[src/rtl/wpl_pkg.sv]
package wpl_pkg;

  typedef struct packed {
    logic [1:0] wd;
    logic [2:0] lock;
    logic       rwel;
    logic       wel;
    logic       tadj;
  } ctl_reg_t;

  localparam logic [7:0] CMD_WEL_SET = 8'h02;
  localparam logic [7:0] CMD_RWEL_SET = 8'h06;
  localparam logic [7:0] CMD_WEL_CLR = 8'h00;

  // number of top pages covered by a lock code
  function automatic int unsigned lock_span(logic [2:0] code, int unsigned npages);
    case (code)
      3'd1: return 1;
      3'd2: return 2;
      3'd3: return 4;
      3'd4: return 8;
      3'd5: return npages;
      default: return 0;
    endcase
  endfunction

  // a page is locked when it lies in the top span of the array
  function automatic logic page_locked(int unsigned page, logic [2:0] code,
                                       int unsigned npages);
    return (page + lock_span(code, npages)) >= npages;
  endfunction

endpackage

[src/rtl/wpl_page_guard.sv]
module wpl_page_guard
  import wpl_pkg::*;
#(
  parameter int PAGE_W = 6
) (
  input  logic [2:0]        lock_i,
  input  logic [PAGE_W-1:0] page_i,
  output logic              locked_o
);
  localparam int NPAGES = 1 << PAGE_W;

  logic [NPAGES-1:0] lock_map;

  for (genvar p = 0; p < NPAGES; p++) begin : g_page
    assign lock_map[p] = page_locked(p, lock_i, NPAGES);
  end

  assign locked_o = lock_map[page_i];
endmodule

[src/rtl/wpl_latch_ctrl.sv]
module wpl_latch_ctrl
  import wpl_pkg::*;
(
  input  logic       clk,
  input  logic       rst_n,
  input  logic       reg_wr_i,
  input  logic [7:0] reg_data_i,
  input  logic       stop_i,
  input  logic       prot_hit_i,
  output logic       wel_o,
  output logic       rwel_o,
  output logic       commit_evt_o,
  output logic [1:0] new_wd_o,
  output logic [2:0] new_lock_o,
  output logic       new_tadj_o
);
  logic     wel_q, rwel_q, pend_q;
  ctl_reg_t pend_q_data;
  ctl_reg_t din;
  logic     stage_evt;

  assign din          = ctl_reg_t'(reg_data_i);
  assign commit_evt_o = stop_i & pend_q & ~prot_hit_i;
  assign stage_evt    = reg_wr_i & rwel_q & wel_q & ~din.rwel;

  always_ff @(posedge clk or negedge rst_n) begin
    if (!rst_n) begin
      wel_q       <= 1'b0;
      rwel_q      <= 1'b0;
      pend_q      <= 1'b0;
      pend_q_data <= '0;
    end else if (prot_hit_i) begin
      rwel_q <= 1'b0;
      pend_q <= 1'b0;
    end else if (commit_evt_o) begin
      rwel_q <= 1'b0;
      wel_q  <= pend_q_data.wel;
      pend_q <= 1'b0;
    end else if (stage_evt) begin
      pend_q      <= 1'b1;
      pend_q_data <= din;
    end else if (reg_wr_i) begin
      if (reg_data_i == CMD_WEL_SET) begin
        wel_q <= 1'b1;
      end else if (reg_data_i == CMD_RWEL_SET && wel_q) begin
        rwel_q <= 1'b1;
      end else if (reg_data_i == CMD_WEL_CLR && !rwel_q) begin
        wel_q <= 1'b0;
      end
    end
  end

  assign wel_o      = wel_q;
  assign rwel_o     = rwel_q;
  assign new_wd_o   = pend_q_data.wd;
  assign new_lock_o = pend_q_data.lock;
  assign new_tadj_o = pend_q_data.tadj;
endmodule

[src/rtl/wpl_nv_store.sv]
module wpl_nv_store (
  input  logic       clk,
  input  logic       rst_n,
  input  logic       commit_evt_i,
  input  logic       wp_i,
  input  logic [1:0] new_wd_i,
  input  logic [2:0] new_lock_i,
  input  logic       new_tadj_i,
  output logic [1:0] wd_o,
  output logic [2:0] lock_o,
  output logic       tadj_o,
  output logic       commit_o
);
  always_ff @(posedge clk or negedge rst_n) begin
    if (!rst_n) begin
      wd_o     <= '0;
      lock_o   <= '0;
      tadj_o   <= 1'b0;
      commit_o <= 1'b0;
    end else begin
      commit_o <= commit_evt_i;
      if (commit_evt_i) begin
        wd_o   <= new_wd_i;
        tadj_o <= new_tadj_i;
        if (!wp_i) lock_o <= new_lock_i;
      end
    end
  end
endmodule

[src/rtl/wpl_write_guard.sv]
module wpl_write_guard
  import wpl_pkg::*;
#(
  parameter int PAGE_W = 6
) (
  input  logic              clk,
  input  logic              rst_n,
  input  logic              reg_wr_i,
  input  logic [7:0]        reg_data_i,
  input  logic              stop_i,
  input  logic              mem_req_i,
  input  logic [PAGE_W-1:0] mem_page_i,
  input  logic              wp_i,
  output logic              mem_grant_o,
  output logic              mem_deny_o,
  output logic [7:0]        reg_rdata_o,
  output logic              nv_commit_o
);
  logic       wel, rwel, commit_evt, page_lock, prot_hit, permit;
  logic [1:0] new_wd, wd;
  logic [2:0] new_lock, lock;
  logic       new_tadj, tadj;
  ctl_reg_t   rd;

  wpl_page_guard #(.PAGE_W(PAGE_W)) u_guard (
    .lock_i  (lock),
    .page_i  (mem_page_i),
    .locked_o(page_lock)
  );

  assign prot_hit = mem_req_i & wel & page_lock;
  assign permit   = wel & ~page_lock;

  wpl_latch_ctrl u_latch (
    .clk         (clk),
    .rst_n       (rst_n),
    .reg_wr_i    (reg_wr_i),
    .reg_data_i  (reg_data_i),
    .stop_i      (stop_i),
    .prot_hit_i  (prot_hit),
    .wel_o       (wel),
    .rwel_o      (rwel),
    .commit_evt_o(commit_evt),
    .new_wd_o    (new_wd),
    .new_lock_o  (new_lock),
    .new_tadj_o  (new_tadj)
  );

  wpl_nv_store u_store (
    .clk         (clk),
    .rst_n       (rst_n),
    .commit_evt_i(commit_evt),
    .wp_i        (wp_i),
    .new_wd_i    (new_wd),
    .new_lock_i  (new_lock),
    .new_tadj_i  (new_tadj),
    .wd_o        (wd),
    .lock_o      (lock),
    .tadj_o      (tadj),
    .commit_o    (nv_commit_o)
  );

  always_ff @(posedge clk or negedge rst_n) begin
    if (!rst_n) begin
      mem_grant_o <= 1'b0;
      mem_deny_o  <= 1'b0;
    end else begin
      mem_grant_o <= mem_req_i & permit;
      mem_deny_o  <= mem_req_i & ~permit;
    end
  end

  always_comb begin
    rd.wd   = wd;
    rd.lock = lock;
    rd.rwel = rwel;
    rd.wel  = wel;
    rd.tadj = tadj;
  end
  assign reg_rdata_o = rd;
endmodule

[config.mk]
export PLATFORM = sky130hd
export DESIGN_NAME = wpl_write_guard
export DESIGN_NICKNAME = d
export VERILOG_FILES = /design/src/rtl/wpl_pkg.sv /design/src/rtl/wpl_page_guard.sv /design/src/rtl/wpl_latch_ctrl.sv /design/src/rtl/wpl_nv_store.sv /design/src/rtl/wpl_write_guard.sv
export SDC_FILE = /design/constraint.sdc
export NUM_CORES = 1
export LEC_CHECK = 0
export BUFFER_PORTS_ARGS = -buffer_cell sky130_fd_sc_hd__buf_2
export CAP_MARGIN = 25
export CORE_MARGIN = 3
export CORE_UTILIZATION = 44
export CTS_CLUSTER_DIAMETER = 100
export DETAILED_ROUTE_END_ITERATION = 10
export PLACE_DENSITY_LB_ADDON = 0.25
export SETUP_SLACK_MARGIN = 0.1
export SLEW_MARGIN = 30
export SYNTH_ARGS = -nofsm -noshare
export SYNTH_HDL_FRONTEND = slang
export SYNTH_HIERARCHICAL = 1
export SYNTH_SLANG_ARGS = --single-unit
[constraint.sdc]
create_clock -name clk -period 2.4 [get_ports clk]
set_clock_uncertainty 0.2 [all_clocks]
set_input_delay 0.12 -clock clk [delete_from_list [all_inputs] [get_ports clk]]
set_output_delay 0.12 -clock clk [all_outputs]
set_load 0.03 [all_outputs]
==> results.md <==
- Run status: complete, no violations
- Clock buffers created by TritonCTS: 3
- Placed Area: approximately 1100 sq um
- First-pass GRT wire length: between 3000 and 4000 um
- Worst-path cell chain: inv_2 -> ha_4 -> a311o_1 -> a41oi_2 -> inv_2 -> nor2_4 -> and3b_2 -> nor2b_4 -> mux2_2
- Count of routing violations after the opening detailed-route iteration: 8
- Max Buffers Root-to-Sink: 2
- Total number of placement rows: 16
- Final layout net count: 151
- Vias in the first global route: 780
- Most common cell on crit path: sky130_fd_sc_hd__inv_2
- Detailed Routing Iterations Pass 1: 2
- Multi-input gate area: 449.2 sq um
- Sw frac: 33.61%
- Standard cell with the maximum stage delay on the critical path: sky130_fd_sc_hd__dfrtp_2
- Clk slew on worst S/H paths: between 0.1 and 0.15 ns
- Port Buffer Count: 30
- Average via count per standard cell: between 5 and 6
- Mapped cell area: 974.7 sq um
- Class of the most critical hold timing path: in2async
- Syn. warnings: 6
- Number of antenna violations at the first check in global routing: 0
- Area growth syn-to-layout: 41.85%
- Pre-CTS setup slack: -0.004716 ns
- Finish-stage setup viols: 0
- Buffering stage count on the worst path with inverters included: 2
- Worst R2R Start: u_store/lock_o[1]
- Die Height: approximately 53 um
- Aggregate routed wire length: 2034 um
- Achievable frequency: 0.4320 GHz
- Design Power: 875.4 uW
- Largest net degree at the start of global routing: 20
- DRC violations left: 0
- Post-synthesis area per instance: 12.34 sq um
- Largest incremental delay on the critical path: about 0.43 ns
- Min cycle time layout: 2.315 ns
- Number of synthesized register bits: 19
- Aggregate global routing overflow: 0
- Net switching component of the power: roughly 290 uW
- Post-synth net total: 100
- I/O pin total: 31
- Static Leakage: roughly 0.7 nW
- Slew HR: between 70% and 80%
- Die X: 53.07 um
- Sequential cell area in the final layout: between 400 and 500 sq um
- Final clock period utilization by the worst path: 96.45%
- Fraction of final layout cells with drive strength greater than 1: 57.36%
- Worst reg2reg path depth: 9
- Setup repair after global routing missed its margin: yes
- RePlAce Congestion: just over 0.7
- Worst setup path start: u_store/lock_o[1]
- Worst Hold Slack: 0.07476 ns
- Clock tree from TritonCTS: done
- Slew Limit Fails: 0
- Startpoint-to-endpoint class of the critical path: reg2reg
- Flop pwr share: 48.2%
- Worst-path fanout max: 3
- Via Count: 783
- Reg-to-reg setup timing slack: around 0.085 ns
- TritonCTS sink count: 19
- Per-cell routed wire length: 13.04 um
- Slew @ Worst Pin: 0.4226 ns
- Worst setup slack after layout: 0.08522 ns
- Share of power burned in combinational logic: roughly 33%
- Kind of cell adding the most delay to the critical path: simple AND/OR/NAND/NOR gates
- Mapped Cells: 79
- CP endpoint kind: register
- Peak ir drop on the vdd network: 0.0003729 V
- Number of distinct library cell variants in the gate-level netlist after synthesis: 32
- GR Util All Layers: 17.32%
- Area of all placed cells without fillers: ~1400 sq um
- CORE AREA: 2022 sq um
- Number of nets with antenna violations after routing: 0
- Clock insertion delay at the later pin of the skew report: a little under 0.3 ns
- DP Wirelength: ~1400 um
- Critical Path Source Type: register
- Worst Path Required: roughly 2.4 ns
- Total die area: approximately 2800 sq um
- Endpoint arrival time on the critical path: roughly 2.3 ns
- Areal power density over the cells: 633.2 nW/um^2
- Cell at the root of the clock tree: sky130_fd_sc_hd__clkbuf_4
- Final hold violation count: 0
- Count of antenna diodes in the layout: 0
- CTS H-Tree Depth: 1
- Max-cap violations: 0
- Crit Reg-Reg Endpoint: u_store/lock_o[1]
- Clk network pwr share: 18.4%
- Layout fillers: 166
- Cell internal power dissipation: ~580 uW
- Sequential element share of the synthesized area: approximately half
- Effective utilization at floorplan: between 40% and 50%
==> synthesized netlist by cell type <==
cell type,count,share of area [%]
sky130_fd_sc_hd__a41oi_1,1,0.90
sky130_fd_sc_hd__and3_1,1,0.64
sky130_fd_sc_hd__dfrtp_1,19,49
sky130_fd_sc_hd__nand2_1,3,1.2
sky130_fd_sc_hd__a41oi_2,1,1.7
sky130_fd_sc_hd__and3b_1,2,1.8
sky130_fd_sc_hd__ha_1,1,1.3
sky130_fd_sc_hd__and4b_1,1,1.0
sky130_fd_sc_hd__nor4b_1,1,0.90
sky130_fd_sc_hd__nor4_2,1,1.3
sky130_fd_sc_hd__nor2b_4,1,1.4
sky130_fd_sc_hd__a21boi_2,1,1.2
sky130_fd_sc_hd__a21oi_1,1,0.51
sky130_fd_sc_hd__and4b_2,1,1.2
sky130_fd_sc_hd__a21oi_4,1,1.7
sky130_fd_sc_hd__a311o_1,1,1.0
sky130_fd_sc_hd__mux2_2,13,15
sky130_fd_sc_hd__o311ai_1,1,0.90
sky130_fd_sc_hd__o2111ai_1,1,0.90
sky130_fd_sc_hd__and2_2,1,0.77
sky130_fd_sc_hd__and2b_1,1,0.77
sky130_fd_sc_hd__nor2_1,3,1.2
sky130_fd_sc_hd__nand3_1,1,0.51
sky130_fd_sc_hd__nand2_4,1,1.2
sky130_fd_sc_hd__inv_1,6,2.3
sky130_fd_sc_hd__o21a_1,1,0.77
sky130_fd_sc_hd__nand4_1,1,0.64
sky130_fd_sc_hd__nand2b_1,1,0.64
sky130_fd_sc_hd__nor2b_1,1,0.64
sky130_fd_sc_hd__o211ai_1,1,0.77
sky130_fd_sc_hd__buf_4,8,6.2
sky130_fd_sc_hd__o21ai_0,1,0.51
==> logic make-up after synthesis <==
kind of cell / after synthesis / synth area share, %
AO/OA/AOI/OAI: 11 / 10.78
multiplexers: 13 / 15.02
buffers and inverters: 14 / 8.472
adder cells (fa/ha/maj): 1 / 1.283
flip-flops: 19 / 48.78
AND/OR/NAND/NOR: 21 / 15.66
==> power by group through the flow <==
stage,Sequential [mW],Combinational (mW),Clock [mW]
detailed placement,0.430,0.247,0
CTS,0.423,0.283,0.168
global placement,0.428,0.241,0
finish,0.422,0.292,0.161
global route,0.431,0.317,0.183
floorplan,0.465,0.159,0
==> sequential cells by signal, indices dropped and copies added, names as in the netlist <==
register             cells
u_latch/new_lock_o       3
u_store/lock_o           3
u_latch/new_wd_o         2
u_store/wd_o             2
mem_deny_o               1
mem_grant_o              1
u_latch/new_tadj_o       1
u_latch/pend_q           1
u_latch/pend_q_data      1
u_latch/rwel_o           1
u_latch/wel_o            1
u_store/commit_o         1
u_store/tadj_o           1
==> layer usage <==
layer | track usage, % | share of wire [%] | vias up
li1 | - | - | 376
met1 | 21.10 | 41 | 388
met2 | 30.58 | 54 | 17
met3 | 2.535 | 4.4 | 2
met4 | 6.383 | 0.84 | 0
met5 | 0 | 0 | -
==> how the worst max path moves through the flow <==
stage / endpoint / slack (ns) / cells after the start
floorplan: u_store/lock_o[1] / -0.02 / 9
global placement: u_store/lock_o[1] / 0.07 / 8
detailed placement: u_store/lock_o[1] / -0.005 / 8
CTS: u_store/lock_o[1] / 0.10 / 9
global route: u_latch/wel_o / -0.03 / 9
finish: u_store/lock_o[1] / 0.09 / 9
==> layout by cell type (no fill, tap or decap), types with 2 or more instances in the layout <==
| cell type | n |
|---|---|
| sky130_fd_sc_hd__buf_2 | 30 |
| sky130_fd_sc_hd__buf_4 | 11 |
| sky130_fd_sc_hd__clkbuf_4 | 3 |
| sky130_fd_sc_hd__dfrtp_1 | 17 |
| sky130_fd_sc_hd__dfrtp_2 | 2 |
| sky130_fd_sc_hd__dlygate4sd3_1 | 12 |
| sky130_fd_sc_hd__inv_1 | 4 |
| sky130_fd_sc_hd__inv_2 | 2 |
| sky130_fd_sc_hd__mux2_2 | 12 |
| sky130_fd_sc_hd__nand2_1 | 3 |
| sky130_fd_sc_hd__nor2_1 | 2 |
==> repair_timing <==
item	in CTS	in global routing
gates resized for setup	1	2
pin swaps	1	0
hold buffers	12	0
gates cloned	0	0
buffers inserted	10	0
endpoints found under the hold margin	33	0
endpoints found under the setup margin	10	15
==> layout make-up <==
type | count | share of cell area, %
repair buffers | 54 | 26.97
multi-input cells | 46 | 32.49
inverters | 6 | 1.629
clock buffers | 4 | 1.900
flip-flops and latches | 19 | 34.57
well taps | 27 | 2.443
==> worst reg2reg max path, stage by stage (launching register included) <==
cell and delay, ns:
sky130_fd_sc_hd__dfrtp_2 0.43, sky130_fd_sc_hd__inv_2 0.08, sky130_fd_sc_hd__ha_4 0.20, sky130_fd_sc_hd__a311o_1 0.28
sky130_fd_sc_hd__a41oi_2 0.18, sky130_fd_sc_hd__inv_2 0.08, sky130_fd_sc_hd__nor2_4 0.09, sky130_fd_sc_hd__and3b_2 0.26
sky130_fd_sc_hd__nor2b_4 0.15, sky130_fd_sc_hd__mux2_2 0.27
==> per-stage QoR <==
step	std cells	utilization, %	TNS, ns
5_1_grt	156	68.38	-0.02945
2_1_floorplan	79	-	-0.05831
3_5_place_dp	130	55.63	-0.004716
3_3_place_gp	130	55.63	0
6_report	156	68.38	0
4_1_cts	156	67.82	0
No activity file was read; power rests on OpenSTA's default activity.
